### config.mk
export PLATFORM = sky130hd
export DESIGN_NAME = wupd_line_ctrl
export DESIGN_NICKNAME = d
export VERILOG_FILES = /design/src/rtl/wupd_pkg.sv /design/src/rtl/wupd_byte_merge.sv /design/src/rtl/wupd_snoop_resp.sv /design/src/rtl/wupd_line_ctrl.sv
export SDC_FILE = /design/constraint.sdc
export NUM_CORES = 1
export LEC_CHECK = 0
export CORE_AREA = 2 2 79 81
export DETAILED_ROUTE_END_ITERATION = 16
export DIE_AREA = 0 0 81 83
export DONT_BUFFER_PORTS = 1
export PLACE_DENSITY = 0.83
export SLEW_MARGIN = 20
export SYNTH_ARGS = -nofsm -noshare
export SYNTH_HDL_FRONTEND = slang
export SYNTH_SLANG_ARGS = --single-unit
### constraint.sdc
create_clock -name clk -period 5 [get_ports clk]
set_input_delay 0.25 -clock clk [delete_from_list [all_inputs] [get_ports clk]]
set_output_delay 0.25 -clock clk [all_outputs]
set_load 0.01 [all_outputs]
### src/rtl/wupd_pkg.sv
package wupd_pkg;
    typedef enum logic [1:0] {
        ST_SC = 2'd0,
        ST_VE = 2'd1,
        ST_SD = 2'd2,
        ST_D  = 2'd3
    } cstate_e;

    typedef enum logic [1:0] {
        PH_IDLE   = 2'd0,
        PH_FETCH  = 2'd1,
        PH_UPDATE = 2'd2
    } phase_e;

    function automatic logic is_owner(cstate_e s);
        return (s == ST_D) || (s == ST_SD);
    endfunction
endpackage

### src/rtl/wupd_byte_merge.sv
module wupd_byte_merge #(
    parameter int DATA_W = 32
) (
    input  logic [DATA_W-1:0]     old_word,
    input  logic [DATA_W-1:0]     new_word,
    input  logic [DATA_W/8-1:0]   byte_en,
    output logic [DATA_W-1:0]     merged
);
    localparam int BYTES = DATA_W / 8;

    for (genvar b = 0; b < BYTES; b++) begin : g_byte
        assign merged[8*b +: 8] = byte_en[b] ? new_word[8*b +: 8] : old_word[8*b +: 8];
    end
endmodule

### src/rtl/wupd_snoop_resp.sv
module wupd_snoop_resp
    import wupd_pkg::*;
(
    input  logic    active,
    input  logic    present,
    input  cstate_e st,
    input  logic    snp_rd,
    input  logic    snp_upd,
    output logic    hit,
    output logic    do_supply,
    output logic    take_word,
    output cstate_e st_next
);
    always_comb begin
        hit       = active && present && (snp_rd || snp_upd);
        do_supply = hit && snp_rd && !snp_upd && is_owner(st);
        take_word = hit && snp_upd;
        if (!hit)
            st_next = st;
        else if (snp_upd)
            st_next = ST_SC;
        else if (is_owner(st))
            st_next = ST_SD;
        else
            st_next = ST_SC;
    end
endmodule

### src/rtl/wupd_line_ctrl.sv
module wupd_line_ctrl
    import wupd_pkg::*;
#(
    parameter int DATA_W = 32
) (
    input  logic                  clk,
    input  logic                  rst_n,
    input  logic                  cpu_rd,
    input  logic                  cpu_wr,
    input  logic                  cpu_evict,
    input  logic [DATA_W-1:0]     cpu_wdata,
    input  logic [DATA_W/8-1:0]   cpu_be,
    output logic                  cpu_done,
    output logic [DATA_W-1:0]     cpu_rdata,
    input  logic                  snp_rd,
    input  logic                  snp_upd,
    input  logic [DATA_W-1:0]     snp_data,
    input  logic [DATA_W/8-1:0]   snp_be,
    output logic                  bus_rd,
    output logic                  bus_upd,
    input  logic [DATA_W-1:0]     bus_fill_data,
    input  logic                  bus_shared_in,
    output logic [DATA_W-1:0]     bus_data,
    output logic                  supply,
    output logic                  shared_out,
    output logic                  copyback,
    output logic                  line_present,
    output logic [1:0]            line_state
);
    localparam int BE_W = DATA_W / 8;

    typedef struct packed {
        logic              present;
        cstate_e           st;
        phase_e            ph;
        logic [DATA_W-1:0] word;
    } regs_t;

    regs_t r_q, r_d;

    logic [DATA_W-1:0] m_hit, m_fill, m_snp;
    logic              snp_hit, snp_supply, snp_take;
    cstate_e           snp_st_next;
    logic              idle;
    logic              any_snoop;

    assign idle      = (r_q.ph == PH_IDLE);
    assign any_snoop = snp_rd || snp_upd;

    wupd_byte_merge #(.DATA_W(DATA_W)) u_merge_hit (
        .old_word(r_q.word), .new_word(cpu_wdata), .byte_en(cpu_be), .merged(m_hit));
    wupd_byte_merge #(.DATA_W(DATA_W)) u_merge_fill (
        .old_word(bus_fill_data), .new_word(cpu_wdata), .byte_en(cpu_be), .merged(m_fill));
    wupd_byte_merge #(.DATA_W(DATA_W)) u_merge_snp (
        .old_word(r_q.word), .new_word(snp_data), .byte_en(snp_be), .merged(m_snp));

    wupd_snoop_resp u_snoop (
        .active   (idle),
        .present  (r_q.present),
        .st       (r_q.st),
        .snp_rd   (snp_rd),
        .snp_upd  (snp_upd),
        .hit      (snp_hit),
        .do_supply(snp_supply),
        .take_word(snp_take),
        .st_next  (snp_st_next)
    );

    always_comb begin
        r_d        = r_q;
        cpu_done   = 1'b0;
        cpu_rdata  = r_q.word;
        bus_rd     = 1'b0;
        bus_upd    = 1'b0;
        bus_data   = '0;
        supply     = 1'b0;
        shared_out = 1'b0;
        copyback   = 1'b0;
        unique case (r_q.ph)
            PH_IDLE: begin
                if (any_snoop) begin
                    shared_out = snp_hit;
                    supply     = snp_supply;
                    if (snp_supply)
                        bus_data = r_q.word;
                    if (snp_take)
                        r_d.word = m_snp;
                    r_d.st = snp_st_next;
                end else if (cpu_rd) begin
                    if (r_q.present)
                        cpu_done = 1'b1;
                    else
                        r_d.ph = PH_FETCH;
                end else if (cpu_wr) begin
                    if (!r_q.present) begin
                        r_d.ph = PH_FETCH;
                    end else if (r_q.st == ST_D || r_q.st == ST_VE) begin
                        r_d.word = m_hit;
                        r_d.st   = ST_D;
                        cpu_done = 1'b1;
                    end else begin
                        r_d.word = m_hit;
                        r_d.ph   = PH_UPDATE;
                    end
                end else if (cpu_evict) begin
                    cpu_done = 1'b1;
                    if (r_q.present && is_owner(r_q.st)) begin
                        copyback = 1'b1;
                        bus_data = r_q.word;
                    end
                    r_d.present = 1'b0;
                end
            end
            PH_FETCH: begin
                bus_rd      = 1'b1;
                cpu_rdata   = bus_fill_data;
                r_d.present = 1'b1;
                if (cpu_wr) begin
                    r_d.word = m_fill;
                    if (bus_shared_in) begin
                        r_d.st = ST_SD;
                        r_d.ph = PH_UPDATE;
                    end else begin
                        r_d.st   = ST_D;
                        r_d.ph   = PH_IDLE;
                        cpu_done = 1'b1;
                    end
                end else begin
                    r_d.word = bus_fill_data;
                    r_d.st   = bus_shared_in ? ST_SC : ST_VE;
                    r_d.ph   = PH_IDLE;
                    cpu_done = 1'b1;
                end
            end
            PH_UPDATE: begin
                bus_upd  = 1'b1;
                bus_data = r_q.word;
                r_d.st   = bus_shared_in ? ST_SD : ST_D;
                r_d.ph   = PH_IDLE;
                cpu_done = 1'b1;
            end
            default: r_d.ph = PH_IDLE;
        endcase
    end

    always_ff @(posedge clk) begin
        if (!rst_n) begin
            r_q.present <= 1'b0;
            r_q.st      <= ST_SC;
            r_q.ph      <= PH_IDLE;
            r_q.word    <= '0;
        end else begin
            r_q <= r_d;
        end
    end

    assign line_present = r_q.present;
    assign line_state   = r_q.st;

    a_r1_one_bus_action: assert property (@(posedge clk) disable iff (!rst_n)
        $onehot0({bus_rd, bus_upd, supply, copyback}));

    a_r2_fetch_only_absent: assert property (@(posedge clk) disable iff (!rst_n)
        bus_rd |-> !line_present);

    a_r4_update_leaves_owner: assert property (@(posedge clk) disable iff (!rst_n)
        bus_upd |=> (line_present && (line_state == ST_D || line_state == ST_SD)));

    a_r6_supply_from_owner: assert property (@(posedge clk) disable iff (!rst_n)
        supply |-> (line_present && shared_out && (line_state == ST_D || line_state == ST_SD)));

    a_r6_supply_ends_sd: assert property (@(posedge clk) disable iff (!rst_n)
        supply |=> (line_state == ST_SD));

    a_r8_update_ends_sc: assert property (@(posedge clk) disable iff (!rst_n)
        (idle && line_present && snp_upd) |=> (line_state == ST_SC));

    a_r9_absent_snoop_quiet: assert property (@(posedge clk) disable iff (!rst_n)
        (idle && !line_present && any_snoop) |-> (!shared_out && !supply));

    a_r10_copyback_clears: assert property (@(posedge clk) disable iff (!rst_n)
        copyback |=> !line_present);

    a_r11_snoop_blocks_done: assert property (@(posedge clk) disable iff (!rst_n)
        (idle && any_snoop) |-> !cpu_done);

    localparam int UNUSED_BE_W = BE_W;
endmodule

==> results of run 1 <==
critical path, cell delays in order, from the launching register on:
cell     delay (ns)
dfxtp_1        0.33
inv_1          0.13
ha_1           0.43
or4b_1         0.52
o21ai_1        0.25
a31oi_4        0.38
nor2b_1        0.40
cell type report:
| cell class | count | area [um2] | area share [%] |
|---|---|---|---|
| timing repair buffer | 2 | 35.0 | 1.02 |
| inverter | 5 | 18.8 | 0.546 |
| clock buffer | 7 | 86.3 | 2.51 |
| multi-input combinational | 316 | 2460 | 71.6 |
| sequential | 37 | 741 | 21.6 |
| tap | 75 | 93.8 | 2.73 |
state kept, by name (all words and copies together) (netlist names):
register	cells
r_q	34
line_state	2
line_present	1
cells by family (layout without fill, tap and decap cells):
kind of cell,Yosys count,count (layout),synth area share [%]
AO/OA/AOI/OAI,151,151,32.7
adder cells (fa/ha/maj),4,4,1.48
buffers and inverters,46,14,6.55
flip-flops,37,37,21.9
multiplexers,64,64,20.1
AND/OR/NAND/NOR,97,97,17.2
layer usage:
metal	routed length, um	global-route usage, %
met5	0	0
met4	85	5.70
met3	733	4.89
met2	4940	47.6
met1	3990	35.1
final timing paths:
path | start | end | slack (ns) | cells past startpoint
max | r_q[33]$_SDFFE_PN0P_ | bus_data[15] | 2.01 | 6
min | rst_n | r_q[32]$_SDFFE_PN0P_ | 0.08 | 2
max reg2reg | r_q[32]$_SDFFE_PN0P_ | r_q[3]$_SDFFE_PN0P_ | 2.42 | 6
min reg2reg | r_q[15]$_SDFFE_PN0P_ | r_q[15]$_SDFFE_PN0P_ | 0.47 | 2
cell usage in the layout, fill, tap and decap left out, types with 2 or more instances in the layout:
| cell type | count |
|---|---|
| a21oi_1 | 38 |
| dfxtp_1 | 37 |
| nor2b_1 | 34 |
| a211oi_1 | 33 |
| mux2_2 | 32 |
| nand3_1 | 32 |
| mux2i_1 | 32 |
| o21a_1 | 32 |
| a221o_1 | 32 |
| nand2_1 | 8 |
| clkbuf_8 | 6 |
| nor2_1 | 5 |
| inv_1 | 4 |
| nand4_2 | 4 |
| nand3b_1 | 3 |
| a21oi_2 | 3 |
| o21ai_0 | 3 |
| ha_1 | 3 |
| or2_2 | 2 |
| and3_1 | 2 |
| a311oi_1 | 2 |
power by group through the flow:
stage | logic [uW] | clock network [uW] | registers, uW
finish | 212 | 215 | 321
floorplan | 191 | 0 | 320
detailed placement | 207 | 0 | 328
global route | 231 | 229 | 323
CTS | 208 | 220 | 321
global placement | 202 | 0 | 327
stage by stage:
step / hold slack (ns) / power, uW / setup slack (ns) / instances / utilization, %
after floorplan: 0.374 / 511 / 3.02 / 399 / -
after global placement: 0.386 / 529 / 2.35 / 434 / 56.9
after detailed placement: 0.386 / 534 / 2.24 / 434 / 56.9
after CTS: 0.0784 / 748 / 2.02 / 441 / 58.4
after global routing: 0.0819 / 783 / 1.81 / 442 / 59.1
final: 0.0831 / 748 / 2.01 / 442 / 59.1
==> metrics.txt, run 1 <==
Overall Global Routing Usage=27.5%; Mapped Avg Cell Area=approximately 8.5 um2; #FFs+latches synth=37; clk buf depth=2; syn nets=~520; register share of total power=between 40% and 50%; num ports=between 150 and 200; initial antenna violation count=0; fmax=0.334 GHz; clock latency on the worst-skew pair=0.28 ns; Post-synth EDFFs=0; top cell type's share of synthesized area=roughly 22%; max_slew headroom=26.6%; Pwr per Cell Area=between 200 and 250 nW/um2; Num CTS Buffers=5; die extent in x=~81 um; drt wl/cell=around 22 um; layout cell share with drive strength beyond 1=between 10% and 20%; Synth async-reset ratio=0%; DRC=0; Hold Crit Class=input port to flip-flop; Worst setup EP type=output port; most frequent cells after synthesis=a21oi_1, dfxtp_1, nor2b_1; first-pass GRT wire length=14800 um; grt total ovfl=0; combinational share of power=between 20% and 30%; status=complete, no violations; Starting Density=between 50% and 60%; H-tree Lvls=2; Syn. warnings=0; post-DP HPWL=roughly 6600 um; Hold Vio Cnt, Final=0; die area=between 6000 and 7000 um2; CTS Sinks=37; largest net degree at the start of global routing=104; Slew Limit Fails=0; vias in the first global route=between 2000 and 3000; GP Congestion=about 0.76; Die Y-Extent=~83 um; Post-CTS Resized=0; input/output buffers=0; Via Count=~3200; sum of negative setup slack=0 ns; Row Count=28; hold buffer count at CTS=0; RSZ-0062 raised after global routing=no; sequential area share after synthesis=around 22%; ANT cells=0; Sw Ratio=between 30% and 40%; placeable core area=about 5800 um2; Syn Inst Count=between 300 and 400; Psw=approximately 240 uW; Final nets=483; CTS clk-pin slew, worst paths=approximately 0.07 ns; Netlist cell types=38; P&R area growth vs syn=1.59%; Max VDD drop=between 0.1 and 0.15 mV; Final period util=between 50 and 60%; post-synth top area cell=dfxtp_1; crit-path max FO=32; Routed Antenna Nets=0; Clock Skew=0.00591 ns; Final setup viols=0; ys flop type=dfxtp_1; synth top area cells=dfxtp_1, mux2_2, a221o_1, mux2i_1, a211oi_1; design area=between 3000 and 4000 um2; Max Cap Viol=0; leakage power=0.00121 uW; setup bufs post-CTS=0; routed vias/inst=7.20; Power Internal=507 uW; WP data required=roughly 4.8 ns; synthesized area=between 3000 and 4000 um2; clock power share=roughly 29%; slew of the pin with the lowest slew margin=roughly 1.1 ns; Crit Path Category=flip-flop to output port; DP Area=around 3300 um2; final wirelength=a little under 10000 um; CTS tree=done; drt first pass iters=4; most frequent cell after synthesis=a21oi_1; fin crit period=2.99 ns; initial drt markers=around 170; Layout fillers=539; crit start category=flip-flop; root buf cell=clkbuf_8; crit path DAT=~2.7 ns
Power figures use the tool's default switching activity.
==> run 2: changes to the inputs <==
--- a/config.mk
+++ b/config.mk
@@ -9,7 +9,7 @@
 export DETAILED_ROUTE_END_ITERATION = 16
 export DIE_AREA = 0 0 81 83
 export DONT_BUFFER_PORTS = 1
-export PLACE_DENSITY = 0.83
+export PLACE_DENSITY = 0.86
 export SLEW_MARGIN = 20
 export SYNTH_ARGS = -nofsm -noshare
 export SYNTH_HDL_FRONTEND = slang
==> constraint.sdc (replaced) <==
create_clock -name clk -period 2.68 [get_ports clk]
set_input_delay 0.134 -clock clk [delete_from_list [all_inputs] [get_ports clk]]
set_output_delay 0.134 -clock clk [all_outputs]
set_load 0.01 [all_outputs]
==> metrics.txt, run 2 (same netlist as run 1, synthesis figures left out) <==
CTS Sinks=37 (unchanged); DP Area=3370 um2 (was 3310 um2); first-pass GRT wire length=15300 um (was 14800 um); min-delay src=snp_upd (was rst_n); initial drt markers=150 (was 166); post-DP HPWL=6940 um (was 6630 um); layout cell share with drive strength beyond 1=15.9% (was 14.4%); placeable core area=5820 um2 (unchanged); clk buf depth=2 (unchanged); Via Count=3254 (was 3182); clock latency on the worst-skew pair=0.28 ns (about the same); grt total ovfl=0 (unchanged); CTS tree=done (unchanged); crit start category=flip-flop (unchanged); die extent in x=81 um (unchanged); Max Cap Viol=0 (unchanged); root buf cell=clkbuf_8 (unchanged); Final period util=between 90 and 100%; vias in the first global route=3132 (was 2979); Final nets=493 (was 483); crit path DAT=2.42 ns (was 2.74 ns); design area=3520 um2 (was 3430 um2); Max VDD drop=0.228 mV (was 0.124 mV); slew of the pin with the lowest slew margin=0.907 ns (was 1.10 ns); fin worst setup slack=0.123 ns (was 2.01 ns); largest net degree at the start of global routing=40 (was 104); Overall Global Routing Usage=28.3% (was 27.5%); Worst setup EP type=output port (unchanged); CTS clk-pin slew, worst paths=0.07 ns (about the same); Pwr per Cell Area=403 nW/um2 (was 218 nW/um2); die area=6720 um2 (unchanged); most flop-heavy register=r_q (unchanged); leakage power=0.00125 uW (was 0.00121 uW); Clock Skew=0.00853 ns (was 0.00591 ns); Row Count=28 (unchanged); status=complete, no violations (unchanged); RSZ-0062 raised after global routing=no (unchanged); WP data required=2.55 ns (was 4.75 ns); Num CTS Buffers=5 (unchanged); Hold Crit Class=input port to flip-flop (unchanged); Routed Antenna Nets=0 (unchanged); fmax=between 0.3 and 0.4 GHz; P&R area growth vs syn=4.00% (was 1.59%); Worst Hold Endpoint=line_state[1]$_SDFFE_PN0P_ (was r_q[32]$_SDFFE_PN0P_); crit-path max FO=16 (was 32); commonest cells after routing, fill and taps aside=a21oi_1, dfxtp_1, nor2b_1 (unchanged); Hold Vio Cnt, Final=0 (unchanged); DP Worst Slack=0.372 ns (was 2.24 ns); Hold Path Depth=3 (was 2); Die Y-Extent=83 um (unchanged); drt first pass iters=5 (was 4); GP Congestion=0.850 (was 0.757); num ports=185 (unchanged); initial antenna violation count=0 (unchanged); Final setup viols=0 (unchanged); final wirelength=10200 um (was 9750 um); max reg flops=34 (unchanged); commonest non-fill, non-tap cell in the layout=a21oi_1 (unchanged); DRC=0 (unchanged); Tot Pwr=1420 uW (was 748 uW); R2R cell count=6 (unchanged); setup slack, reg-to-reg=0.45 ns (was 2.42 ns); input/output buffers=0 (unchanged); routed vias/inst=7.20 (about the same); ANT cells=0 (unchanged); Slew Limit Fails=0 (unchanged); Starting Density=58.1% (unchanged); sum of negative setup slack=0 ns (unchanged); fin crit period=around 2.6 ns; drt wl/cell=22.5 um (was 22.1 um); H-tree Lvls=2 (unchanged); max_slew headroom=39.4% (was 26.6%); Crit Path Category=flip-flop to output port (unchanged); worst reg2reg path startpoint=r_q[33]$_SDFFE_PN0P_ (was r_q[32]$_SDFFE_PN0P_); R2R Path End=r_q[9]$_SDFFE_PN0P_ (was r_q[3]$_SDFFE_PN0P_)
[run 2: what timing repair did]
action | CTS | global route
hold buffers | 1 | 0
endpoints found under the hold margin | 2 | 0
gates resized for setup | 0 | 2
setup endpoints to repair | 0 | 32
setup buffers | 0 | 1
[run 2: how the worst max path moves through the flow]
stage / start / to / slack, ns / depth (start not counted)
after floorplan: r_q[32]$_SDFFE_PN0P_ / r_q[14]$_SDFFE_PN0P_ / 0.80 / 8
after global placement: r_q[33]$_SDFFE_PN0P_ / bus_data[20] / 0.47 / 6
after detailed placement: r_q[33]$_SDFFE_PN0P_ / bus_data[20] / 0.37 / 6
after CTS: r_q[33]$_SDFFE_PN0P_ / bus_data[22] / 0.01 / 6
after global routing: r_q[33]$_SDFFE_PN0P_ / bus_data[28] / 0.02 / 6
final: r_q[33]$_SDFFE_PN0P_ / bus_data[24] / 0.12 / 6
[run 2: where the power goes]
group	internal [uW]	switching (uW)	total (uW)
Sequential	572	29.3	601
Clock	204	187	391
Combinational	185	240	426
[run 2: area by class of cell]
| type | instances | area (um2) |
|---|---|---|
| Inverter | 5 | 18.8 |
| Fill cell | 546 | 2300 |
| Sequential cell | 37 | 741 |
| Clock buffer | 7 | 86.3 |
| Timing Repair Buffer | 11 | 97.6 |
| Tap cell | 75 | 93.8 |
| Multi-Input combinational cell | 317 | 2480 |
[run 2: critical path: stages (launching register included)]
cell and delay, ns:
dfxtp_1 0.33, inv_1 0.13, ha_1 0.24, or4b_1 0.51, o21ai_2 0.28, a31oi_4 0.31
nor2b_1 0.33
[run 2: through the flow]
| stage | util, % | hold slack [ns] | instances |
|---|---|---|---|
| after global routing | 60.5 | 0.128 | 452 |
| after CTS | 59.7 | 0.0862 | 450 |
| after floorplan | - | 0.258 | 399 |
| after global placement | 58.0 | 0.271 | 442 |
| after detailed placement | 58.0 | 0.271 | 442 |
| final | 60.5 | 0.0897 | 452 |
[run 2: metal layers]
metal / part of all wire (%) / GRT usage [%] / vias up / wire length, um
met5: 0 / 0 / - / 0
met4: 1.2 / 7.24 / 0 / 119
li1: - / - / 1497 / -
met2: 51 / 49.8 / 180 / 5140
met3: 8.7 / 7.39 / 11 / 883
met1: 40 / 33.6 / 1566 / 4030
==> run 3: changes to the inputs <==
--- a/config.mk
+++ b/config.mk
@@ -5,9 +5,12 @@
 export SDC_FILE = /design/constraint.sdc
 export NUM_CORES = 1
 export LEC_CHECK = 0
-export CORE_AREA = 2 2 79 81
+export ABC_AREA = 0
+export CELL_PAD_IN_SITES_DETAIL_PLACEMENT = 1
+export CELL_PAD_IN_SITES_GLOBAL_PLACEMENT = 1
+export CORE_AREA = 2 2 94 96
 export DETAILED_ROUTE_END_ITERATION = 16
-export DIE_AREA = 0 0 81 83
+export DIE_AREA = 0 0 96 98
 export DONT_BUFFER_PORTS = 1
 export PLACE_DENSITY = 0.86
 export SLEW_MARGIN = 20
==> metrics.txt, run 3 (same netlist as run 1, synthesis figures left out) <==
final wirelength=11900 um (was 10200 um); placeable core area=8470 um2 (was 5820 um2); setup slack, reg-to-reg=0.47 ns (was 0.45 ns); num ports=185 (unchanged); Power Internal=962 uW (was 961 uW); Crit. Startpoint=r_q[33]$_SDFFE_PN0P_ (unchanged); slew of the pin with the lowest slew margin=0.920 ns (was 0.907 ns); Worst setup EP type=output port (unchanged); combinational share of power=30.2% (was 30.0%); R2R Path End=r_q[12]$_SDFFE_PN0P_ (was r_q[9]$_SDFFE_PN0P_); Sw Ratio=33.8% (was 32.2%); commonest non-fill, non-tap cell in the layout=a21oi_1 (unchanged); Hold Crit Class=input port to flip-flop (unchanged); most flop-heavy register=r_q (unchanged); Max VDD drop=0.171 mV (was 0.228 mV); post-DP HPWL=8080 um (was 6940 um); Max Cap Viol=0 (unchanged); initial antenna violation count=0 (unchanged); fin worst setup slack=0.0705 ns (was 0.123 ns); leakage power=0.00125 uW (about the same); Final nets=493 (unchanged); Via Count=3274 (was 3254); initial drt markers=128 (was 150); Hold Path Depth=3 (unchanged); Starting Density=39.9% (was 58.1%); clock latency on the worst-skew pair=0.29 ns (was 0.28 ns); WP data required=2.55 ns (about the same); Overall Global Routing Usage=23.6% (was 28.3%); clock power share=28.2% (was 27.6%); Pwr per Cell Area=405 nW/um2 (was 403 nW/um2); worst reg2reg path startpoint=r_q[32]$_SDFFE_PN0P_ (was r_q[33]$_SDFFE_PN0P_); Row Count=34 (was 28); layer with the highest usage=met2 (unchanged); die extent in x=96 um (was 81 um); min-delay src=snp_upd (unchanged); DRC=0 (unchanged); Num CTS Buffers=5 (unchanged); Clock Skew=0.00887 ns (was 0.00853 ns); ANT cells=0 (unchanged); CTS clk-pin slew, worst paths=0.08 ns (was 0.07 ns); CTS Sinks=37 (unchanged); CTS tree=done (unchanged); hold slack=0.105 ns (was 0.0897 ns); Layout fillers=1004 (was 546); largest net degree at the start of global routing=103 (was 40); grt total ovfl=0 (unchanged); P&R area growth vs syn=6.18% (was 4.00%); max_slew headroom=38.5% (was 39.4%); routed vias/inst=6.75 (was 7.20); drt wl/cell=24.4 um (was 22.5 um); status=complete, no violations (unchanged); DP Worst Slack=0.345 ns (was 0.372 ns); register share of total power=41.6% (was 42.4%); met3 usage=5.71% (was 7.39%); crit start category=flip-flop (unchanged); max reg flops=34 (unchanged); Crit Path Category=flip-flop to output port (unchanged); Routed Antenna Nets=0 (unchanged); RSZ-0062 raised after global routing=yes (was no); first-pass GRT wire length=17500 um (was 15300 um); H-tree Lvls=2 (unchanged); fin crit period=2.61 ns (was 2.56 ns); Final period util=97.4% (was 95.4%); root buf cell=clkbuf_8 (unchanged); M2 GR Usage=41.8% (was 49.8%); crit-path max FO=16 (unchanged); clk buf depth=2 (unchanged); vias in the first global route=3341 (was 3132); commonest cells after routing, fill and taps aside=a21oi_1, dfxtp_1, a211oi_1 (was a21oi_1, dfxtp_1, nor2b_1); input/output buffers=0 (unchanged); layout cell share with drive strength beyond 1=18.0% (was 15.9%); R2R cell count=8 (was 6); sum of negative setup slack=0 ns (unchanged); fin util=42.4% (was 60.5%); GP Congestion=0.774 (was 0.850); met1 usage=27.7% (was 33.6%); fmax=0.383 GHz (was 0.391 GHz); Tot Pwr=1450 uW (was 1420 uW); Worst Hold Endpoint=line_state[1]$_SDFFE_PN0P_ (unchanged); die area=9410 um2 (was 6720 um2); drt first pass iters=4 (was 5); crit path DAT=2.48 ns (was 2.42 ns); Slew Limit Fails=0 (unchanged); Psw=491 uW (was 457 uW); Final setup viols=0 (unchanged); Die Y-Extent=98 um (was 83 um); Hold Vio Cnt, Final=0 (unchanged)
==> run 3: metal layers <==
layer / routed length, um / part of all wire (%)
met1: 4730 / 40
met2: 6180 / 52
met5: 0 / 0
met3: 767 / 6.5
met4: 180 / 1.5
==> run 3: worst max-delay path, stage by stage, from the launching register on <==
cell	delay (ns)
dfxtp_1	0.34
inv_1	0.14
ha_1	0.21
or4b_1	0.50
o21ai_2	0.33
a31oi_4	0.32
nor2b_1	0.35
==> run 3: power groups by stage <==
stage / clock network, uW / logic [uW] / registers [uW]
final: 410 / 438 / 605
after detailed placement: 0 / 408 / 614
after floorplan: 0 / 357 / 598
after global routing: 445 / 475 / 608
after CTS: 422 / 411 / 601
after global placement: 0 / 391 / 612
==> run 3: through the flow <==
stage	cell area (um2)	std cells
6_report	3590	485
5_1_grt	3590	485
4_1_cts	3520	483
3_3_place_gp	3430	475
3_5_place_dp	3430	475
2_1_floorplan	3380	399
==> run 3: layout make-up <==
cell class / count / area, um2 / share of cell area, %
timing repair buffer: 11 / 110 / 3.07
inverter: 5 / 18.8 / 0.523
sequential: 37 / 741 / 20.6
multi-input combinational: 317 / 2500 / 69.6
tap: 108 / 135 / 3.76
clock buffer: 7 / 86.3 / 2.41
==> run 3: worst max-delay path by stage <==
stage                           endpoint  slack (ns)  cells past startpoint
floorplan           r_q[14]$_SDFFE_PN0P_        0.80                      8
global placement            bus_data[24]        0.48                      6
detailed placement          bus_data[21]        0.35                      7
CTS                         bus_data[21]        0.02                      7
global route                 bus_data[2]       -0.05                      6
finish                       bus_data[1]        0.07                      6
==> run 3: what timing repair did <==
| item | 4_1_cts | 5_1_grt |
|---|---|---|
| hold endpoints to repair | 2 | 0 |
| hold buffers | 1 | 0 |
| buffers inserted | 0 | 1 |
| resized for setup | 0 | 10 |
| setup endpoints to repair | 0 | 32 |
